**config.mk**
```make
export PLATFORM = sky130hd
export DESIGN_NAME = irq_vector_ctrl
export DESIGN_NICKNAME = d
export VERILOG_FILES = /design/src/rtl/irq_vector_pkg.sv /design/src/rtl/irq_vector_arbiter.sv /design/src/rtl/irq_enable_regs.sv /design/src/rtl/irq_vector_ctrl.sv
export SDC_FILE = /design/constraint.sdc
export NUM_CORES = 1
export LEC_CHECK = 0
export ABC_CLOCK_PERIOD_IN_PS = 3000
export BUFFER_PORTS_ARGS = -buffer_cell sky130_fd_sc_hd__buf_2
export CAP_MARGIN = 0
export CORE_MARGIN = 1.5
export CORE_UTILIZATION = 40
export DETAILED_ROUTE_END_ITERATION = 6
export PLACE_DENSITY_LB_ADDON = 0.05
export SYNTH_ARGS = -nofsm -noshare
export SYNTH_HDL_FRONTEND = slang
export SYNTH_SLANG_ARGS = --single-unit
```
**constraint.sdc**
```tcl
create_clock -name clk -period 3 [get_ports clk]
set_clock_uncertainty 0.2 [all_clocks]
set_input_delay 0.45 -clock clk [delete_from_list [all_inputs] [get_ports clk]]
set_output_delay 0.45 -clock clk [all_outputs]
set_load 0.02 [all_outputs]
```
**src/rtl/irq_vector_pkg.sv**
```systemverilog
package irq_vector_pkg;

    localparam int ADDR_W  = 16;
    localparam int OP_W    = 8;
    localparam int NUM_RST = 3;

    typedef enum logic [2:0] {
        SRC_NONE,
        SRC_TRAP,
        SRC_R75,
        SRC_R65,
        SRC_R55,
        SRC_GEN
    } src_e;

    typedef enum logic {
        ST_IDLE,
        ST_ACK
    } phase_e;

    typedef struct packed {
        logic              hit;
        logic [ADDR_W-1:0] addr;
    } vec_t;

    localparam logic [ADDR_W-1:0] VEC_TRAP = 16'h0024;
    localparam logic [ADDR_W-1:0] VEC_R75  = 16'h003C;
    localparam logic [ADDR_W-1:0] VEC_R65  = 16'h0034;
    localparam logic [ADDR_W-1:0] VEC_R55  = 16'h002C;

    function automatic logic [ADDR_W-1:0] fixed_vec(input src_e s);
        case (s)
            SRC_TRAP: return VEC_TRAP;
            SRC_R75:  return VEC_R75;
            SRC_R65:  return VEC_R65;
            SRC_R55:  return VEC_R55;
            default:  return '0;
        endcase
    endfunction

    // Restart opcode layout 11nnn111 -> target n*8
    function automatic vec_t decode_op(input logic [OP_W-1:0] op);
        vec_t v;
        v.hit  = (op[7:6] == 2'b11) && (op[2:0] == 3'b111);
        v.addr = {{(ADDR_W-6){1'b0}}, op[5:3], 3'b000};
        return v;
    endfunction

endpackage

```
**src/rtl/irq_vector_arbiter.sv**
```systemverilog
module irq_vector_arbiter
    import irq_vector_pkg::*;
#(
    parameter int N_RST = NUM_RST
) (
    input  logic             trap,
    input  logic [N_RST-1:0] restart,
    input  logic             intr,
    input  logic             ie,
    input  logic [N_RST-1:0] mask,
    output src_e             win
);
    logic [N_RST-1:0] elig;

    for (genvar k = 0; k < N_RST; k++) begin : g_gate
        assign elig[k] = restart[k] & ~mask[k] & ie;
    end

    always_comb begin
        if (trap)                 win = SRC_TRAP;
        else if (elig[N_RST-1])   win = SRC_R75;
        else if (elig[N_RST-2])   win = SRC_R65;
        else if (elig[0])         win = SRC_R55;
        else if (intr && ie)      win = SRC_GEN;
        else                      win = SRC_NONE;
    end
endmodule

```
**src/rtl/irq_enable_regs.sv**
```systemverilog
module irq_enable_regs
    import irq_vector_pkg::*;
#(
    parameter int N_RST = NUM_RST
) (
    input  logic             clk,
    input  logic             rst,
    input  logic             ei,
    input  logic             di,
    input  logic             accept,
    input  logic             mask_wr,
    input  logic [N_RST-1:0] mask_data,
    output logic             ie,
    output logic [N_RST-1:0] mask
);
    always_ff @(posedge clk) begin
        if (rst) begin
            ie   <= 1'b0;
            mask <= '1;
        end else begin
            if (accept || di) ie <= 1'b0;
            else if (ei)      ie <= 1'b1;
            if (mask_wr)      mask <= mask_data;
        end
    end
endmodule

```
**src/rtl/irq_vector_ctrl.sv**
```systemverilog
module irq_vector_ctrl
    import irq_vector_pkg::*;
#(
    parameter int AW    = ADDR_W,
    parameter int DW    = OP_W,
    parameter int N_RST = NUM_RST
) (
    input  logic             clk,
    input  logic             rst,
    input  logic             trap_i,
    input  logic [N_RST-1:0] restart_i,
    input  logic             intr_i,
    input  logic             ei_i,
    input  logic             di_i,
    input  logic             mask_wr_i,
    input  logic [N_RST-1:0] mask_data_i,
    input  logic [DW-1:0]    data_i,
    output logic             inta_o,
    output logic             take_o,
    output logic [AW-1:0]    pc_o,
    output logic             ie_o,
    output logic [N_RST-1:0] mask_o
);
    phase_e phase_q;
    src_e   win;
    logic   accept;
    vec_t   dec;

    irq_vector_arbiter #(.N_RST(N_RST)) arb_i (
        .trap    (trap_i),
        .restart (restart_i),
        .intr    (intr_i),
        .ie      (ie_o),
        .mask    (mask_o),
        .win     (win)
    );

    assign accept = (phase_q == ST_IDLE) && (win != SRC_NONE);

    irq_enable_regs #(.N_RST(N_RST)) regs_i (
        .clk       (clk),
        .rst       (rst),
        .ei        (ei_i),
        .di        (di_i),
        .accept    (accept),
        .mask_wr   (mask_wr_i),
        .mask_data (mask_data_i),
        .ie        (ie_o),
        .mask      (mask_o)
    );

    assign dec    = decode_op(data_i);
    assign inta_o = (phase_q == ST_ACK);

    always_ff @(posedge clk) begin
        if (rst) begin
            phase_q <= ST_IDLE;
            take_o  <= 1'b0;
            pc_o    <= '0;
        end else begin
            take_o <= 1'b0;
            if (phase_q == ST_ACK) begin
                phase_q <= ST_IDLE;
                if (dec.hit) begin
                    take_o <= 1'b1;
                    pc_o   <= dec.addr[AW-1:0];
                end
            end else if (win == SRC_GEN) begin
                phase_q <= ST_ACK;
            end else if (win != SRC_NONE) begin
                take_o <= 1'b1;
                pc_o   <= fixed_vec(win);
            end
        end
    end
endmodule

```
==> results by group, run 1 <==
Place
  – Placed cells: approximately 110
  – Hpwl dp: 932 µm
  – IO buf count: 30
  – GP Congestion: approximately 0.73

Synthesis
  – Synth Flop Type: dfxtp_1
  – Post-synthesis sequential element count: 10
  – Post-synthesis compound-gate area fraction: a little over a fifth
  – Mux share of post-synthesis cell area: 3.26%
  – Yosys top cell by area: dfxtp_1
  – Ys Warns: 0
  – Top cells by count, synth: 12 x buf_4, 10 x dfxtp_1, 7 x nand2_1
  – Largest cells by area after synthesis: dfxtp_1 33%, buf_4 15%, a41oi_4 4.5%
  – Avg Inst Size Synth: a little over 9 µm²
  – Post-Synth Adder-Cell Area: 0%
  – Count leader, synth: buf_4
  – XOR/XNOR Fraction of Synth Area: 0%
  – Syn Inst Count: 66
  – Top-area cell type share of the netlist area: 32.6%
  – Synth async-reset ratio: 0%
  – Number of distinct library cells after synthesis: 26
  – Synth Area in Simple Gates: 23.6%
  – Post-synth EDFFs: 0
  – Sequential area share after synthesis: between 30 and 40%
  – Main combinational cell family by area after synthesis: simple AND/OR/NAND/NOR gates
  – Mapped Area: slightly above 600 µm²

Drt
  – First-pass iteration count of the detailed router: 2
  – Via count: 526
  – Detail Route Antenna Nets: 0
  – Via-to-Cell Ratio: about 4.7
  – WL final: 1220 µm
  – Iter 0 DRT Violations: 2
  – DR DRC count: 0
  – Routed wire per std cell: 10.8 µm

Die
  – Die width: 42.2 µm
  – Core Area: 1370 µm²
  – DIE HEIGHT: roughly 42 µm
  – Die area: ~1800 µm²
  – Ports: between 40 and 50
  – Starting density of the core: 45.0%
  – Number of core rows: 13

CTS
  – Post-CTS sizing: 0
  – Clock root buffer: clkbuf_4
  – # Post-CTS Setup Buffers: 0
  – Number of CTS-inserted buffers: 3
  – Hold Buf Count CTS: 0
  – CTS tree: yes
  – Worst skew pair latency: 260 ps
  – Sink Count: 10
  – Max clock buf depth: 2
  – Worst-path clk slew: 60 ps
  – H-tree depth: 1

Setup path
  – Top Family by Delay on Critical Path: flip-flops
  – CP max-delay cell: dfxtp_1
  – Crit-path max cell delay: ~510 ps
  – Critical Path End Type: output pin
  – Critical path class: reg2out
  – CP required: around 2400 ps
  – Crit-path max FO: 9
  – CP cell instances: buf_2
  – CP Data Arrival Time: around 1000 ps
  – Buf/Inv on CP: 1
  – Critical Path Source Type: flop

Timing
  – Max Clock Freq: 0.604 GHz
  – Final Cycle Share: between 50% and 60%
  – Final TNS setup: 0 ps
  – RSZ-0062 raised after global routing: false
  – Tmin final: 1660 ps
  – Final setup violation count: 0
  – Final Hold Vio Count: 0
  – Max-slew violations: 0

Global route
  – First-pass GRT wire length: between 1500 and 2000 µm
  – Grt total ovfl: 0
  – All-Layer GR Usage: about 14%
  – Vias in the first global route: ~430
  – Largest net degree at the start of global routing: 10
  – Initial antenna violation count: 0

Run status
  – Status: complete, no violations

Hold path
  – Min-delay worst type: in2reg

Job
  – Max_cap viols: 0

Power and ir drop
  – Sw frac: between 30% and 40%
  – Switching power: ~0.097 mW
  – Int Power: 0.217 mW
  – Power density cells: between 400 and 500 nW/µm²
  – Leakage: approximately 0.38 nW
  – Combinational share of power: 24.7%
  – Clock share of power: 28.8%
  – Seq pwr share: 46.5%
  – Peak supply drop: about 0.24 mV

Layout
  – Share of cells above drive strength 1: 43.3%
  – Area Overhead vs Synth: 21.4%
  – N_diodes: 0
  – Post-layout net count: 120
  – Post-route insts no fill: 112
[worst paths after layout]
check / cells after the start / slack [ps] / to / start
setup / recovery: 1 / 1340 / inta_o / inta_o
hold / removal: 3 / 200 / regs_i.mask[0] / mask_data_i[0]
setup reg to reg: 4 / 1450 / pc_o[3] / inta_o
hold reg to reg: 2 / 290 / regs_i.mask[0] / regs_i.mask[0]
[state kept, by name, summed over array words and instances, names as in the netlist]
name	count
regs_i.mask	3
pc_o	4
take_o	1
inta_o	1
regs_i.ie	1
[power by group through the flow]
stage	Sequential [mW]	Clock [mW]	Combinational, mW
detailed placement	0.149	0	0.0775
global placement	0.149	0	0.0769
finish	0.146	0.0901	0.0774
CTS	0.146	0.0944	0.0777
global route	0.147	0.101	0.0840
floorplan	0.158	0	0.0519
[worst min-delay path, delay by kind of cell]
| kind | cells | cell delay [ps] |
|---|---|---|
| multiplexers | 1 | 60 |
| buffers and inverters | 1 | 70 |
| AND/OR/NAND/NOR | 1 | 60 |
[cells in the final DEF (no fill, tap or decap), drive strengths merged, types with 2 or more instances in the layout]
| cell | synthesis | layout |
|---|---|---|
| mux2i | 2 | 2 |
| nand2b | 4 | 4 |
| nand2 | 7 | 7 |
| nor3 | 4 | 4 |
| o211ai | 2 | 2 |
| nor2 | 7 | 7 |
| a41oi | 2 | 2 |
| conb | 1 | 12 |
| dfxtp | 10 | 10 |
| clkbuf | 0 | 3 |
| buf | 13 | 30 |
| inv | 4 | 4 |
[stage by stage]
step | hold slack (ps) | setup WS (ps) | util [%] | area, µm² | total power [mW]
2_1_floorplan | 319 | 1470 | - | 656 | 0.210
5_1_grt | 202 | 1310 | 54.6 | 746 | 0.332
3_5_place_dp | 277 | 1370 | 52.9 | 723 | 0.226
3_3_place_gp | 277 | 1410 | 52.9 | 723 | 0.226
4_1_cts | 196 | 1340 | 54.6 | 746 | 0.318
6_report | 201 | 1340 | 54.6 | 746 | 0.313
[layer usage]
layer / part of all wire [%] / GRT usage (%) / wire (µm)
met4: 0.91 / 7.50 / 11
met5: 0 / 0 / 0
met2: 43 / 20.0 / 520
met3: 7.4 / 6.90 / 90
met1: 49 / 17.9 / 592
[cells by family after synthesis]
group | count (synthesis)
AND/OR/NAND/NOR | 25
buffers and inverters | 17
AO/OA/AOI/OAI | 11
flip-flops | 10
multiplexers | 2
other | 1
[final cells by class]
class | count | area (µm²)
fill | 147 | 621
multi-input combinational | 50 | 339
sequential | 10 | 200
timing repair buffer | 30 | 150
clock buffer | 3 | 22.5
tap | 15 | 18.8
inverter | 4 | 15.0
Power figures use the tool's default switching activity.
==> run 2: changes to the inputs <==
Settings changed: ABC_CLOCK_PERIOD_IN_PS 3000 to 1650, CORE_UTILIZATION 40 to 39.
Clock period 3 ns to 1.65 ns, I/O delays scaled along.
==> results by group, run 2 (synthesis gave the netlist of run 1 again) <==
Layout
  – Most common cell after layout, fill and taps aside: buf_2
  – Largest register FFs: 4 (unchanged)
  – Most frequent cells in the layout: 30 x buf_2, 12 x conb_1, 10 x dfxtp_1
  – Top Registers: pc_o x4, regs_i.mask x3
  – Share of cells above drive strength 1: 42.6% (-0.72 points)
  – Post-layout net count: 123 (+2.5%)
  – N_diodes: 0 (unchanged)
  – Area Overhead vs Synth: 28.7%
  – Largest Register: pc_o

Setup path
  – Buf/Inv on CP: 0 (-1)
  – CP max-delay cell: dfxtp_1
  – CP cell instances: o21bai_4, a41oi_4, nor3_2, a2111oi_2
  – Critical path class: reg2reg
  – Critical Path End Type: flop
  – Crit-path max FO: 9 (unchanged)
  – Crit-path max cell delay: 390 ps (-120 ps)
  – Top Family by Delay on Critical Path: compound AO/OA/AOI/OAI gates
  – CP Data Arrival Time: 1460 ps (+450 ps)
  – CP required: 1620 ps (-730 ps)
  – Critical Path Source Type: flop

Drt
  – First-pass iteration count of the detailed router: 4 (+2)
  – Iter 0 DRT Violations: 8 (+6)
  – Detail Route Antenna Nets: 0 (unchanged)
  – DR DRC count: 0 (unchanged)
  – WL final: 1310 µm (+7.7%)
  – Routed wire per std cell: 11.2 µm (+3.1%)
  – Via count: 545 (+3.6%)
  – Via-to-Cell Ratio: 4.66 (-0.82%)

Power and ir drop
  – Clock share of power: 35.3% (+6.5 points)
  – Sw frac: 29.5% (-1.3 points)
  – Peak supply drop: 0.408 mV (+68%)
  – Power density cells: 805 nW/µm² (+92%)
  – Leakage: 0.404 nW (+5.1%)
  – Combinational share of power: 23.1% (-1.6 points)
  – Seq pwr share: 41.6% (-4.9 points)
  – Int Power: 0.449 mW (+110%)
  – Switching power: 0.188 mW (+95%)

CTS
  – Worst-path clk slew: 80 ps (+20 ps)
  – Clock root buffer: clkbuf_4
  – H-tree depth: 1 (unchanged)
  – CTS tree: yes
  – # Post-CTS Setup Buffers: 0 (unchanged)
  – Number of CTS-inserted buffers: 3 (unchanged)
  – Max clock buf depth: 2 (unchanged)
  – Worst skew pair latency: 270 ps (about the same)
  – Sink Count: 10 (unchanged)

Global route
  – Met2 GRT Util: 25.5% (+5.5 points)
  – Vias in the first global route: 506 (+17%)
  – GRT busiest layer: met2
  – First-pass GRT wire length: 2140 µm (+13%)
  – Largest net degree at the start of global routing: 10 (unchanged)
  – All-Layer GR Usage: 15.9% (+1.6 points)
  – Grt total ovfl: 0 (unchanged)
  – Met1 GRT Util: 18.5% (+0.55 points)
  – Initial antenna violation count: 0 (unchanged)
  – GRT met3 Usage: 3.40% (-3.5 points)

Timing
  – Max-slew violations: 0 (unchanged)
  – Max Clock Freq: between 0.6 and 0.7 GHz
  – Final TNS setup: 0 ps (unchanged)
  – Final Cycle Share: between 90 and 100%
  – Setup slack after layout: 162 ps (-1180 ps)
  – Tmin final: 1490 ps
  – Final setup violation count: 0 (unchanged)
  – RSZ-0062 raised after global routing: false
  – Final Hold Vio Count: 0 (unchanged)

Job
  – Max_cap viols: 0 (unchanged)

Die
  – Starting density of the core: 41.3% (-3.7 points)
  – Core Area: 1490 µm² (+9.0%)
  – Die width: 42.7 µm (+1.2%)
  – Number of core rows: 14 (+1)
  – Die area: 1820 µm² (+2.4%)
  – DIE HEIGHT: 42.7 µm (+1.2%)
  – Ports: 43 (unchanged)

Hold path
  – Min-delay worst type: in2reg

Place
  – GP Congestion: 0.685 (-6.7%)
  – Place WS: 149 ps (-1220 ps)
  – IO buf count: 30 (unchanged)
  – Hpwl dp: 977 µm (+4.9%)

Run status
  – Status: complete, no violations
[run 2: final timing paths]
check        startpoint       to  slack [ps]  cells past startpoint
min              intr_i   inta_o          20                      3
min reg2reg     pc_o[2]  pc_o[2]         290                      2
max reg2reg      inta_o  pc_o[3]         160                      4
max              inta_o  pc_o[3]         160                      4
[run 2: power groups by stage]
stage / logic (mW) / clock network, mW / registers [mW]
2_1_floorplan: 0.0943 / 0 / 0.288
3_3_place_gp: 0.141 / 0 / 0.270
3_5_place_dp: 0.142 / 0 / 0.270
4_1_cts: 0.148 / 0.231 / 0.265
5_1_grt: 0.159 / 0.246 / 0.267
6_report: 0.147 / 0.225 / 0.265
[run 2: final cells by class]
class	instances	area (µm²)
Timing Repair Buffer	33	180
Clock buffer	4	36.3
Fill cell	148	698
Inverter	4	15.0
Sequential cell	10	200
Multi-Input combinational cell	50	339
Tap cell	16	20.0
[run 2: worst register-to-register path: cells and delay by family (launching register included)]
| kind | cells | cell delay [ps] |
|---|---|---|
| AO/OA/AOI/OAI | 3 | 740 |
| flip-flops | 1 | 390 |
| AND/OR/NAND/NOR | 1 | 70 |
[run 2: routing by layer]
layer | vias up | share of wire, %
met5 | - | 0
met4 | 0 | 0.92
li1 | 276 | -
met1 | 249 | 45
met3 | 2 | 5.9
met2 | 18 | 48
[run 2: stage by stage]
step	utilization (%)	total power, mW	instances	hold slack, ps	area, µm²
finish	53.1	0.637	117	21.0	791
global route	53.1	0.672	117	15.5	791
floorplan	-	0.382	77	116	656
CTS	53.1	0.644	117	10.2	791
global placement	48.7	0.411	110	268	724
detailed placement	48.7	0.412	110	272	724
[run 2: what timing repair did]
item,in CTS,in global routing
resized for setup,0,0
hold endpoints to repair,3,0
hold buffers,3,0
==> run 3: changes to the inputs <==
Settings changed: HOLD_SLACK_MARGIN set to 0.03.
==> results by group, run 3 (synthesis gave the netlist of run 1 again) <==
Setup path
  – Critical path endpoint: pc_o[3]
  – CP max-delay cell: dfxtp_1
  – Critical Path End Type: flop
  – Worst R2R Start: inta_o
  – Critical path class: reg2reg
  – Reg2Reg Capture Point: pc_o[3]
  – R2r setup slk: 160 ps (about the same)
  – Buf/Inv on CP: 0 (unchanged)
  – Worst Setup SP: inta_o
  – CP cell instances: o21bai_4, a41oi_4, nor3_2, a2111oi_2
  – Crit path depth: 4 (unchanged)
  – Crit-path max FO: 9 (unchanged)
  – CP required: 1620 ps (about the same)
  – R2R depth: 4 (unchanged)
  – Crit-path max cell delay: 390 ps (about the same)
  – Top Family by Delay on Critical Path: compound AO/OA/AOI/OAI gates
  – CP Data Arrival Time: 1460 ps (about the same)
  – Critical Path Source Type: flop

CTS
  – Number of CTS-inserted buffers: 3 (unchanged)
  – Clock root buffer: clkbuf_4
  – CTS tree: yes
  – Worst-path clk slew: 80 ps (about the same)
  – Worst skew pair latency: 270 ps (about the same)
  – # Post-CTS Setup Buffers: 0 (unchanged)
  – Max clock buf depth: 2 (unchanged)
  – H-tree depth: 1 (unchanged)
  – Sink Count: 10 (unchanged)

Layout
  – N_diodes: 0 (unchanged)
  – Most frequent cells in the layout: 30 x buf_2, 12 x conb_1, 10 x dfxtp_1
  – Fill count: 143 (-3.4%)
  – Top Registers: pc_o x4, regs_i.mask x3
  – Most common cell after layout, fill and taps aside: buf_2
  – Largest register FFs: 4 (unchanged)
  – Share of cells above drive strength 1: 41.7% (-0.83 points)
  – Area Overhead vs Synth: 32.0%
  – Largest Register: pc_o
  – Post-route insts no fill: 119 (+1.7%)
  – Util after Layout: 54.5% (+1.3 points)
  – Post-layout net count: 125 (+1.6%)

Global route
  – Initial antenna violation count: 0 (unchanged)
  – Grt total ovfl: 0 (unchanged)
  – Largest net degree at the start of global routing: 10 (unchanged)
  – Vias in the first global route: 516 (+2.0%)
  – First-pass GRT wire length: 2180 µm (+1.9%)
  – All-Layer GR Usage: 16.1% (+0.26 points)

Power and ir drop
  – Switching power: 0.189 mW (+0.39%)
  – Seq pwr share: 41.4% (-0.2 points)
  – Peak supply drop: 0.408 mV (about the same)
  – Int Power: 0.452 mW (+0.69%)
  – Leakage: 0.413 nW (+2.1%)
  – Clock share of power: 35.1% (-0.2 points)
  – Power density cells: 790 nW/µm² (-1.9%)
  – Sw frac: 29.5% (-0.060 points)
  – Combinational share of power: 23.6% (+0.5 points)

Die
  – Die width: 42.7 µm (unchanged)
  – Die area: 1820 µm² (unchanged)
  – DIE HEIGHT: 42.7 µm (unchanged)
  – Core Area: 1490 µm² (unchanged)
  – Number of core rows: 14 (unchanged)
  – Starting density of the core: 41.3% (unchanged)
  – Ports: 43 (unchanged)

Hold path
  – Min-delay worst type: in2reg

Timing
  – Max-slew violations: 0 (unchanged)
  – Final setup violation count: 0 (unchanged)
  – Final Cycle Share: 90.3% (about the same)
  – Final hold slack: 39.3 ps (+18.2 ps)
  – Final TNS setup: 0 ps (unchanged)
  – RSZ-0062 raised after global routing: false
  – Final Hold Vio Count: 0 (unchanged)
  – Max Clock Freq: 0.671 GHz (about the same)
  – Tmin final: 1490 ps (+1.42 ps)

Drt
  – DR DRC count: 0 (unchanged)
  – Detail Route Antenna Nets: 0 (unchanged)
  – First-pass iteration count of the detailed router: 4 (unchanged)
  – Routed wire per std cell: 11.2 µm (about the same)
  – Via count: 553 (+1.5%)
  – WL final: 1330 µm (+1.8%)
  – Iter 0 DRT Violations: 8 (unchanged)
  – Via-to-Cell Ratio: 4.65 (-0.24%)

Run status
  – Status: complete, no violations

Place
  – Placed cells: 110 (unchanged)
  – Hpwl dp: 977 µm (unchanged)
  – IO buf count: 30 (unchanged)
  – GP Congestion: 0.685 (unchanged)

Job
  – Max_cap viols: 0 (unchanged)
[run 3: how the worst min path moves through the flow]
stage	startpoint	endpoint	slack, ps	cells after the start
CTS	data_i[3]	pc_o[3]	30	3
detailed placement	mask_data_i[0]	regs_i.mask[0]	270	3
global route	rst	pc_o[3]	40	2
global placement	mask_data_i[1]	regs_i.mask[1]	270	3
floorplan	rst	pc_o[3]	120	1
finish	rst	pc_o[3]	40	2
[run 3: power by group through the flow]
stage	clock, mW	sequential (mW)	combinational, mW
after global placement	0	0.270	0.141
after CTS	0.231	0.265	0.149
after detailed placement	0	0.270	0.142
after floorplan	0	0.288	0.0943
final	0.225	0.265	0.151
after global routing	0.246	0.267	0.163
[run 3: stage by stage]
step / cell area (µm²) / power, mW / worst slack (ps)
after floorplan: 656 / 0.382 / 117
after global placement: 724 / 0.411 / 209
after detailed placement: 724 / 0.412 / 149
after CTS: 801 / 0.646 / 151
after global routing: 811 / 0.676 / 68.1
final: 811 / 0.640 / 161
[run 3: layer usage]
layer | up-vias | GRT usage, % | share of wire (%)
li1 | 280 | - | -
met1 | 253 | 18.7 | 45
met2 | 18 | 26.1 | 48
met3 | 2 | 3.40 | 5.6
met4 | 0 | 11.3 | 0.90
met5 | - | 0 | 0
[run 3: timing repair]
action,4_1_cts,5_1_grt
endpoints found under the setup margin,0,0
gates resized for setup,0,0
hold buffers,4,1
endpoints found under the hold margin,4,1
[run 3: area by class of cell]
type                            count  area (µm²)  share of cell area (%)
Clock buffer                        4        36.3                    4.48
Inverter                            4        15.0                    1.85
Multi-Input combinational cell     50         339                    41.8
Sequential cell                    10         200                    24.7
Tap cell                           16        20.0                    2.47
Timing Repair Buffer               35         200                    24.7
